==> src/rtl/owm_pkg.sv <==
package owm_pkg;

    typedef enum logic [1:0] {
        SLOT_RESET = 2'd0,
        SLOT_WR0   = 2'd1,
        SLOT_WR1   = 2'd2,
        SLOT_READ  = 2'd3
    } slot_kind_e;

    typedef struct packed {
        logic       valid;
        slot_kind_e kind;
    } slot_req_t;

    typedef struct packed {
        logic done;
        logic level;
    } slot_rsp_t;

    typedef enum logic [1:0] {
        ROUND_CONVERT = 2'd0,
        ROUND_FETCH   = 2'd1,
        ROUND_CLOSE   = 2'd2
    } round_e;

    localparam logic [7:0] CMD_ADDR_ALL = 8'hCC;
    localparam logic [7:0] CMD_CONVERT  = 8'h44;
    localparam logic [7:0] CMD_FETCH    = 8'hBE;

    function automatic logic [7:0] cmd_byte(input round_e rnd, input logic second);
        if (!second)
            return CMD_ADDR_ALL;
        else if (rnd == ROUND_CONVERT)
            return CMD_CONVERT;
        else
            return CMD_FETCH;
    endfunction

endpackage

==> src/rtl/owm_slot_timer.sv <==
module owm_slot_timer
    import owm_pkg::*;
#(
    parameter int RST_LOW_US    = 480,
    parameter int RST_SAMPLE_US = 70,
    parameter int RST_SLOT_US   = 960,
    parameter int BIT_SLOT_US   = 70,
    parameter int WR0_LOW_US    = 60,
    parameter int WR1_LOW_US    = 6,
    parameter int RD_LOW_US     = 2,
    parameter int RD_SAMPLE_US  = 15
) (
    input  logic      clk,
    input  logic      rst,
    input  logic      us_tick,
    input  logic      line_in,
    input  slot_req_t req,
    output logic      slot_busy,
    output slot_rsp_t rsp,
    output logic      line_pull
);
    localparam int LONGEST = (RST_SLOT_US > BIT_SLOT_US) ? RST_SLOT_US : BIT_SLOT_US;
    localparam int CNT_W   = $clog2(LONGEST + 1);

    logic             active;
    slot_kind_e       kind_q;
    logic [CNT_W-1:0] cnt;
    logic [CNT_W-1:0] low_len;
    logic [CNT_W-1:0] slot_len;
    logic [CNT_W-1:0] sample_pt;
    logic             done_q;
    logic             level_q;

    always_comb begin
        case (kind_q)
            SLOT_RESET: begin
                low_len   = CNT_W'(RST_LOW_US);
                slot_len  = CNT_W'(RST_SLOT_US);
                sample_pt = CNT_W'(RST_LOW_US + RST_SAMPLE_US);
            end
            SLOT_WR0: begin
                low_len   = CNT_W'(WR0_LOW_US);
                slot_len  = CNT_W'(BIT_SLOT_US);
                sample_pt = CNT_W'(RD_SAMPLE_US);
            end
            SLOT_WR1: begin
                low_len   = CNT_W'(WR1_LOW_US);
                slot_len  = CNT_W'(BIT_SLOT_US);
                sample_pt = CNT_W'(RD_SAMPLE_US);
            end
            default: begin
                low_len   = CNT_W'(RD_LOW_US);
                slot_len  = CNT_W'(BIT_SLOT_US);
                sample_pt = CNT_W'(RD_SAMPLE_US);
            end
        endcase
    end

    always_ff @(posedge clk) begin
        if (rst) begin
            active  <= 1'b0;
            kind_q  <= SLOT_RESET;
            cnt     <= '0;
            done_q  <= 1'b0;
            level_q <= 1'b1;
        end else begin
            done_q <= 1'b0;
            if (!active) begin
                if (req.valid) begin
                    active <= 1'b1;
                    kind_q <= req.kind;
                    cnt    <= '0;
                end
            end else if (us_tick) begin
                if (cnt == sample_pt)
                    level_q <= line_in;
                if (cnt == slot_len - 1'b1) begin
                    active <= 1'b0;
                    done_q <= 1'b1;
                end else begin
                    cnt <= cnt + 1'b1;
                end
            end
        end
    end

    assign slot_busy = active;
    assign line_pull = active && (cnt < low_len);
    assign rsp.done  = done_q;
    assign rsp.level = level_q;


    slot_end_chk: assert property (@(posedge clk) disable iff (rst)
        done_q |-> (!active && $past(active)));


    slot_accept_chk: assert property (@(posedge clk) disable iff (rst)
        (active && !$past(active)) |-> $past(req.valid));

endmodule

==> src/rtl/owm_sequencer.sv <==
module owm_sequencer
    import owm_pkg::*;
#(
    parameter int CONV_WAIT_US = 750000,
    parameter int DATA_BITS    = 16
) (
    input  logic                 clk,
    input  logic                 rst,
    input  logic                 us_tick,
    input  logic                 start,
    input  logic                 slot_busy,
    input  slot_rsp_t            rsp,
    output slot_req_t            req,
    output logic                 busy,
    output logic [DATA_BITS-1:0] temp_word,
    output logic                 temp_valid,
    output logic                 presence_err
);
    localparam int WAIT_W = $clog2(CONV_WAIT_US + 1);
    localparam int IDX_W  = $clog2((DATA_BITS > 8) ? DATA_BITS : 8);

    typedef enum logic [3:0] {
        ST_IDLE,
        ST_RST_GO,
        ST_RST_WAIT,
        ST_TX_GO,
        ST_TX_WAIT,
        ST_CONV,
        ST_RX_GO,
        ST_RX_WAIT
    } seq_state_e;

    seq_state_e           state;
    round_e               rnd;
    logic                 second;
    logic [IDX_W-1:0]     bit_idx;
    logic [WAIT_W-1:0]    wait_cnt;
    logic [DATA_BITS-1:0] shreg;
    logic [7:0]           cur_byte;

    assign cur_byte = cmd_byte(rnd, second);

    always_comb begin
        req.valid = 1'b0;
        req.kind  = SLOT_RESET;
        case (state)
            ST_RST_GO: req.valid = 1'b1;
            ST_TX_GO: begin
                req.valid = 1'b1;
                req.kind  = cur_byte[bit_idx[2:0]] ? SLOT_WR1 : SLOT_WR0;
            end
            ST_RX_GO: begin
                req.valid = 1'b1;
                req.kind  = SLOT_READ;
            end
            default: ;
        endcase
    end

    always_ff @(posedge clk) begin
        if (rst) begin
            state        <= ST_IDLE;
            rnd          <= ROUND_CONVERT;
            second       <= 1'b0;
            bit_idx      <= '0;
            wait_cnt     <= '0;
            shreg        <= '0;
            busy         <= 1'b0;
            temp_word    <= '0;
            temp_valid   <= 1'b0;
            presence_err <= 1'b0;
        end else begin
            temp_valid <= 1'b0;
            case (state)
                ST_IDLE: begin
                    if (start) begin
                        busy         <= 1'b1;
                        presence_err <= 1'b0;
                        rnd          <= ROUND_CONVERT;
                        state        <= ST_RST_GO;
                    end
                end
                ST_RST_GO: begin
                    if (!slot_busy)
                        state <= ST_RST_WAIT;
                end
                ST_RST_WAIT: begin
                    if (rsp.done) begin
                        if (rsp.level) begin
                            presence_err <= 1'b1;
                            busy         <= 1'b0;
                            state        <= ST_IDLE;
                        end else if (rnd == ROUND_CLOSE) begin
                            temp_word  <= shreg;
                            temp_valid <= 1'b1;
                            busy       <= 1'b0;
                            state      <= ST_IDLE;
                        end else begin
                            second  <= 1'b0;
                            bit_idx <= '0;
                            state   <= ST_TX_GO;
                        end
                    end
                end
                ST_TX_GO: begin
                    if (!slot_busy)
                        state <= ST_TX_WAIT;
                end
                ST_TX_WAIT: begin
                    if (rsp.done) begin
                        if (bit_idx == IDX_W'(7)) begin
                            bit_idx <= '0;
                            if (!second) begin
                                second <= 1'b1;
                                state  <= ST_TX_GO;
                            end else if (rnd == ROUND_CONVERT) begin
                                wait_cnt <= '0;
                                state    <= ST_CONV;
                            end else begin
                                state <= ST_RX_GO;
                            end
                        end else begin
                            bit_idx <= bit_idx + 1'b1;
                            state   <= ST_TX_GO;
                        end
                    end
                end
                ST_CONV: begin
                    if (us_tick) begin
                        if (wait_cnt == WAIT_W'(CONV_WAIT_US - 1)) begin
                            rnd   <= ROUND_FETCH;
                            state <= ST_RST_GO;
                        end else begin
                            wait_cnt <= wait_cnt + 1'b1;
                        end
                    end
                end
                ST_RX_GO: begin
                    if (!slot_busy)
                        state <= ST_RX_WAIT;
                end
                ST_RX_WAIT: begin
                    if (rsp.done) begin
                        shreg <= {rsp.level, shreg[DATA_BITS-1:1]};
                        if (bit_idx == IDX_W'(DATA_BITS - 1)) begin
                            bit_idx <= '0;
                            rnd     <= ROUND_CLOSE;
                            state   <= ST_RST_GO;
                        end else begin
                            bit_idx <= bit_idx + 1'b1;
                            state   <= ST_RX_GO;
                        end
                    end
                end
                default: state <= ST_IDLE;
            endcase
        end
    end


    req_hold_chk: assert property (@(posedge clk) disable iff (rst)
        (req.valid && slot_busy) |=> (req.valid && $stable(req.kind)));


    conv_quiet_chk: assert property (@(posedge clk) disable iff (rst)
        (state == ST_CONV) |-> !slot_busy);


    valid_pulse_chk: assert property (@(posedge clk) disable iff (rst)
        temp_valid |=> !temp_valid);


    valid_idle_chk: assert property (@(posedge clk) disable iff (rst)
        temp_valid |-> (!busy && !presence_err));


    err_abort_chk: assert property (@(posedge clk) disable iff (rst)
        $rose(presence_err) |-> !busy);


    busy_start_chk: assert property (@(posedge clk) disable iff (rst)
        $rose(busy) |-> $past(start));

endmodule

==> src/rtl/owm_temp_master.sv <==
module owm_temp_master
    import owm_pkg::*;
#(
    parameter int RST_LOW_US    = 480,
    parameter int RST_SAMPLE_US = 70,
    parameter int RST_SLOT_US   = 960,
    parameter int BIT_SLOT_US   = 70,
    parameter int WR0_LOW_US    = 60,
    parameter int WR1_LOW_US    = 6,
    parameter int RD_LOW_US     = 2,
    parameter int RD_SAMPLE_US  = 15,
    parameter int CONV_WAIT_US  = 750000
) (
    input  logic        clk,
    input  logic        rst,
    input  logic        us_tick,
    input  logic        start,
    input  logic        line_in,
    output logic        line_pull,
    output logic        busy,
    output logic [15:0] temp_word,
    output logic        temp_valid,
    output logic        presence_err
);
    slot_req_t req;
    slot_rsp_t rsp;
    logic      slot_busy;

    owm_sequencer #(
        .CONV_WAIT_US(CONV_WAIT_US),
        .DATA_BITS   (16)
    ) u_seq (
        .clk         (clk),
        .rst         (rst),
        .us_tick     (us_tick),
        .start       (start),
        .slot_busy   (slot_busy),
        .rsp         (rsp),
        .req         (req),
        .busy        (busy),
        .temp_word   (temp_word),
        .temp_valid  (temp_valid),
        .presence_err(presence_err)
    );

    owm_slot_timer #(
        .RST_LOW_US   (RST_LOW_US),
        .RST_SAMPLE_US(RST_SAMPLE_US),
        .RST_SLOT_US  (RST_SLOT_US),
        .BIT_SLOT_US  (BIT_SLOT_US),
        .WR0_LOW_US   (WR0_LOW_US),
        .WR1_LOW_US   (WR1_LOW_US),
        .RD_LOW_US    (RD_LOW_US),
        .RD_SAMPLE_US (RD_SAMPLE_US)
    ) u_slot (
        .clk      (clk),
        .rst      (rst),
        .us_tick  (us_tick),
        .line_in  (line_in),
        .req      (req),
        .slot_busy(slot_busy),
        .rsp      (rsp),
        .line_pull(line_pull)
    );


    idle_release_chk: assert property (@(posedge clk) disable iff (rst)
        !busy |-> !line_pull);

endmodule

==> config.mk <==
export PLATFORM = sky130hd
export DESIGN_NAME = owm_temp_master
export DESIGN_NICKNAME = d
export VERILOG_FILES = /design/src/rtl/owm_pkg.sv /design/src/rtl/owm_slot_timer.sv /design/src/rtl/owm_sequencer.sv /design/src/rtl/owm_temp_master.sv
export SDC_FILE = /design/constraint.sdc
export NUM_CORES = 1
export LEC_CHECK = 0
export BUFFER_PORTS_ARGS = -buffer_cell sky130_fd_sc_hd__buf_2
export CORE_MARGIN = 5
export CORE_UTILIZATION = 50
export CTS_BUF_LIST = sky130_fd_sc_hd__clkbuf_4
export DETAILED_ROUTE_END_ITERATION = 7
export PLACE_DENSITY_LB_ADDON = 0.12
export SLEW_MARGIN = 10
export SYNTH_ARGS = -nofsm -noshare
export SYNTH_HDL_FRONTEND = slang
export SYNTH_SLANG_ARGS = --single-unit
==> constraint.sdc <==
create_clock -name clk -period 2.3 [get_ports clk]
set_input_delay 0.345 -clock clk [delete_from_list [all_inputs] [get_ports clk]]
set_output_delay 0.345 -clock clk [all_outputs]
set_load 0.02 [all_outputs]
==> impl_metrics.toml <==
[cells_and_area]
diodes = 0
final_cell_mix = "78 x dfxtp_1, 58 x nand2_1, 55 x nor2_1"
multi_input_area_mm2 = 0.00251
fill_cells = 731
final_common_cell = "dfxtp_1"
regArea_mm2 = 0.00161
nets = 559
drive_gt1_share_pct = 18.9
area_growth_pct = 16.9
fin_cells = 649

[cts]
cts_max_level = 3
path_clk_slew_ns = 0.14
cts_buffers = 9
clock_sinks = 80
cts_root_buffer = "clkbuf_4"
clk_path_buf_depth = 2
worst_skew_pair.late_latency_ns = 0.44
hold_buffers = 0
cts_tree = "done"

[job]
max_cap_viol_count = 0

[sta]
finalHoldViolCount = 0
fmaxAchievable_mhz = 417
period_needed_ns = 2.40
setup_viol = 1
skew_ns = 0.0143
hold_ws_ns = 0.124
max_slew_margin_pct = 61.9
tightest_slew_ns = 0.563
rsz0062_at_grt = "true"
fin_crit_sh_pct = 104
slew_viol_final = 0
worst_slack_ns = -0.0972

[outcome]
violations = "negative setup slack"
outcome = "finished, violations left"

[detailed_routing]
route.detailed.drc = 0
drt_iter0_markers = 160
wirelength_um = 9550
vias_per_cell = 5.77
drt-met1-wl_um = 4520
vias = 3745
dr.pass1.iters = 4
met3WireLength_um = 349
met2_length_um = 4530
wire_per_inst_um = 14.7
ant_nets = 0
top_layer = "met4"

[synthesis]
syn_area_mm2 = 0.00411
syn_area_per_cell_um2 = 8.21
ys_ff_latch = 80
synthArstFlopShare_pct = 0
synth_edf_count = 0
yosysSeqAreaShare_pct = 39.0
synth_warnings = 0
synth_flop_cell = "dfxtp_1"
synth_nets = 521
syn_inst = 501
synthDistinctLibCells = 62

[place]
pre_cts_ws_ns = -0.0249
dpl.cell_count = 625
place_hpwl_um = 6680
numPortBuffers = 24
gp_congestion = 0.874

[die]
start_util_pct = 50.5
fp-row-count = 33
die_h_um = 101
io_pins = 25
die_area_mm2 = 0.0101
core_mm2 = 0.00813
die_x_um = 101

[critical_path]
slowest_delay_ns = 0.36
crit_chain = "inv_2 -> ha_4 -> inv_1 -> ha_4 -> nor3b_1 -> o221ai_2 -> nor2_1 -> buf_4"
crit_top_cell = "ha_4"
worst_setup_path_start_kind = "flip-flop"
r2r_setup_slack_ns = 0.06
cpMaxStageDelayCell = "dfxtp_2"
cp-end-kind = "primary output"
crit_family = "simple AND/OR/NAND/NOR gates"
worstPathArrival_ns = 2.05
critPathBufInv = 3
crit_type = "flip-flop to primary output"
worstPathMaxFanout = 3
required_ns = 1.96

[pwr]
cellPowerDensity_mw_per_mm2 = 712
p_leak_nw = 1.80
ir_worst_vdd_mv = 0.364

[global_routing]
grt_pass1_wl_um = 15800
grt_overflow_total = 0
grt_pass1_vias = 3464
grt_max_degree = 30
antenna_found_initial = 0
grt_use_total_pct = 19.0

[hold_path]
hold_class = "input port to flip-flop"
what timing repair did:
item,CTS,global route
pin swaps,9,11
setup endpoints to repair,4,8
resized for setup,13,17
buffers inserted,3,5
cell families after synthesis:
group,after synthesis,synth area share (%)
AOI/OAI and AO/OA,125,19.5
xor gates and xnor gates,15,3.20
adders and majority gates,15,4.56
buffers and inverters,41,3.93
DFF,80,39.0
muxes,20,4.90
and+or+nand+nor,205,25.0
per-layer routing:
layer,GRT usage [%],vias to the layer above
li1,-,1876
met1,26.1,1782
met2,29.6,70
met3,2.84,17
met4,8.19,0
met5,0,-
Yosys cell counts (7+ instances only):
cell type  instances  area (um2)
nand2_1           58         218
a21oi_1           48         240
inv_1             14        52.6
or3_1              9        56.3
mux2i_1           19         190
ha_1              15         188
nand3_1           17        85.1
nor3_1             8        40.0
xnor2_1            9        78.8
dfxtp_1           80        1600
o21ai_0           23         115
nor2_1            55         206
clkbuf_1          19        71.3
o31ai_1            8        60.1
nand4_1           10        62.6
a211oi_1           7        52.6
path summary, 6_finish.rpt:
| path | start | end | depth (start not counted) |
|---|---|---|---|
| hold reg to reg | u_seq.shreg[12] | u_seq.shreg[11] | 2 |
| hold / removal | line_in | u_slot.level_q | 3 |
| setup / recovery | u_slot.kind_q[1] | line_pull | 8 |
| setup reg to reg | u_slot.kind_q[0] | u_slot.cnt[7] | 10 |
worst min-delay path: stages:
cell	delay, ns
buf_2	0.08
mux2i_1	0.05
nand2_1	0.05
cell type report:
class,instances,share of cell area [%]
clock buffers,9,1.41
clock inverters,7,1.77
inverters,14,1.15
multi-input cells,380,52.3
flip-flops and latches,80,33.4
well taps,105,2.73
repair buffers,54,7.24
through the flow:
stage	utilization, %	area (um2)	power (mW)	setup TNS, ns
final	59.1	4810	3.42	-0.0972
after global routing	59.1	4810	3.61	-0.275
after CTS	57.0	4640	3.25	-0.0979
after detailed placement	54.4	4420	2.27	-0.0346
after global placement	54.4	4420	2.25	0
after floorplan	-	4120	2.08	0
sequential cells by signal (all words and copies together), names as in the netlist:
name,cells
u_slot.kind_q,2
u_seq.presence_err,1
u_slot.level_q,1
u_seq.temp_word,16
u_seq.temp_valid,1
u_slot.cnt,10
u_seq.rnd,2
u_slot.slot_busy,1
u_seq.second,1
u_seq.bit_idx,4
u_seq.busy,1
u_seq.state,3
u_seq.shreg,16
u_slot.done_q,1
u_seq.wait_cnt,20
power by group:
| part | internal (mW) | switching, mW |
|---|---|---|
| sequential | 1.43 | 0.0563 |
| combinational | 0.443 | 0.584 |
| clock | 0.353 | 0.554 |
| total | 2.23 | 1.19 |
Power figures use the tool's default switching activity.
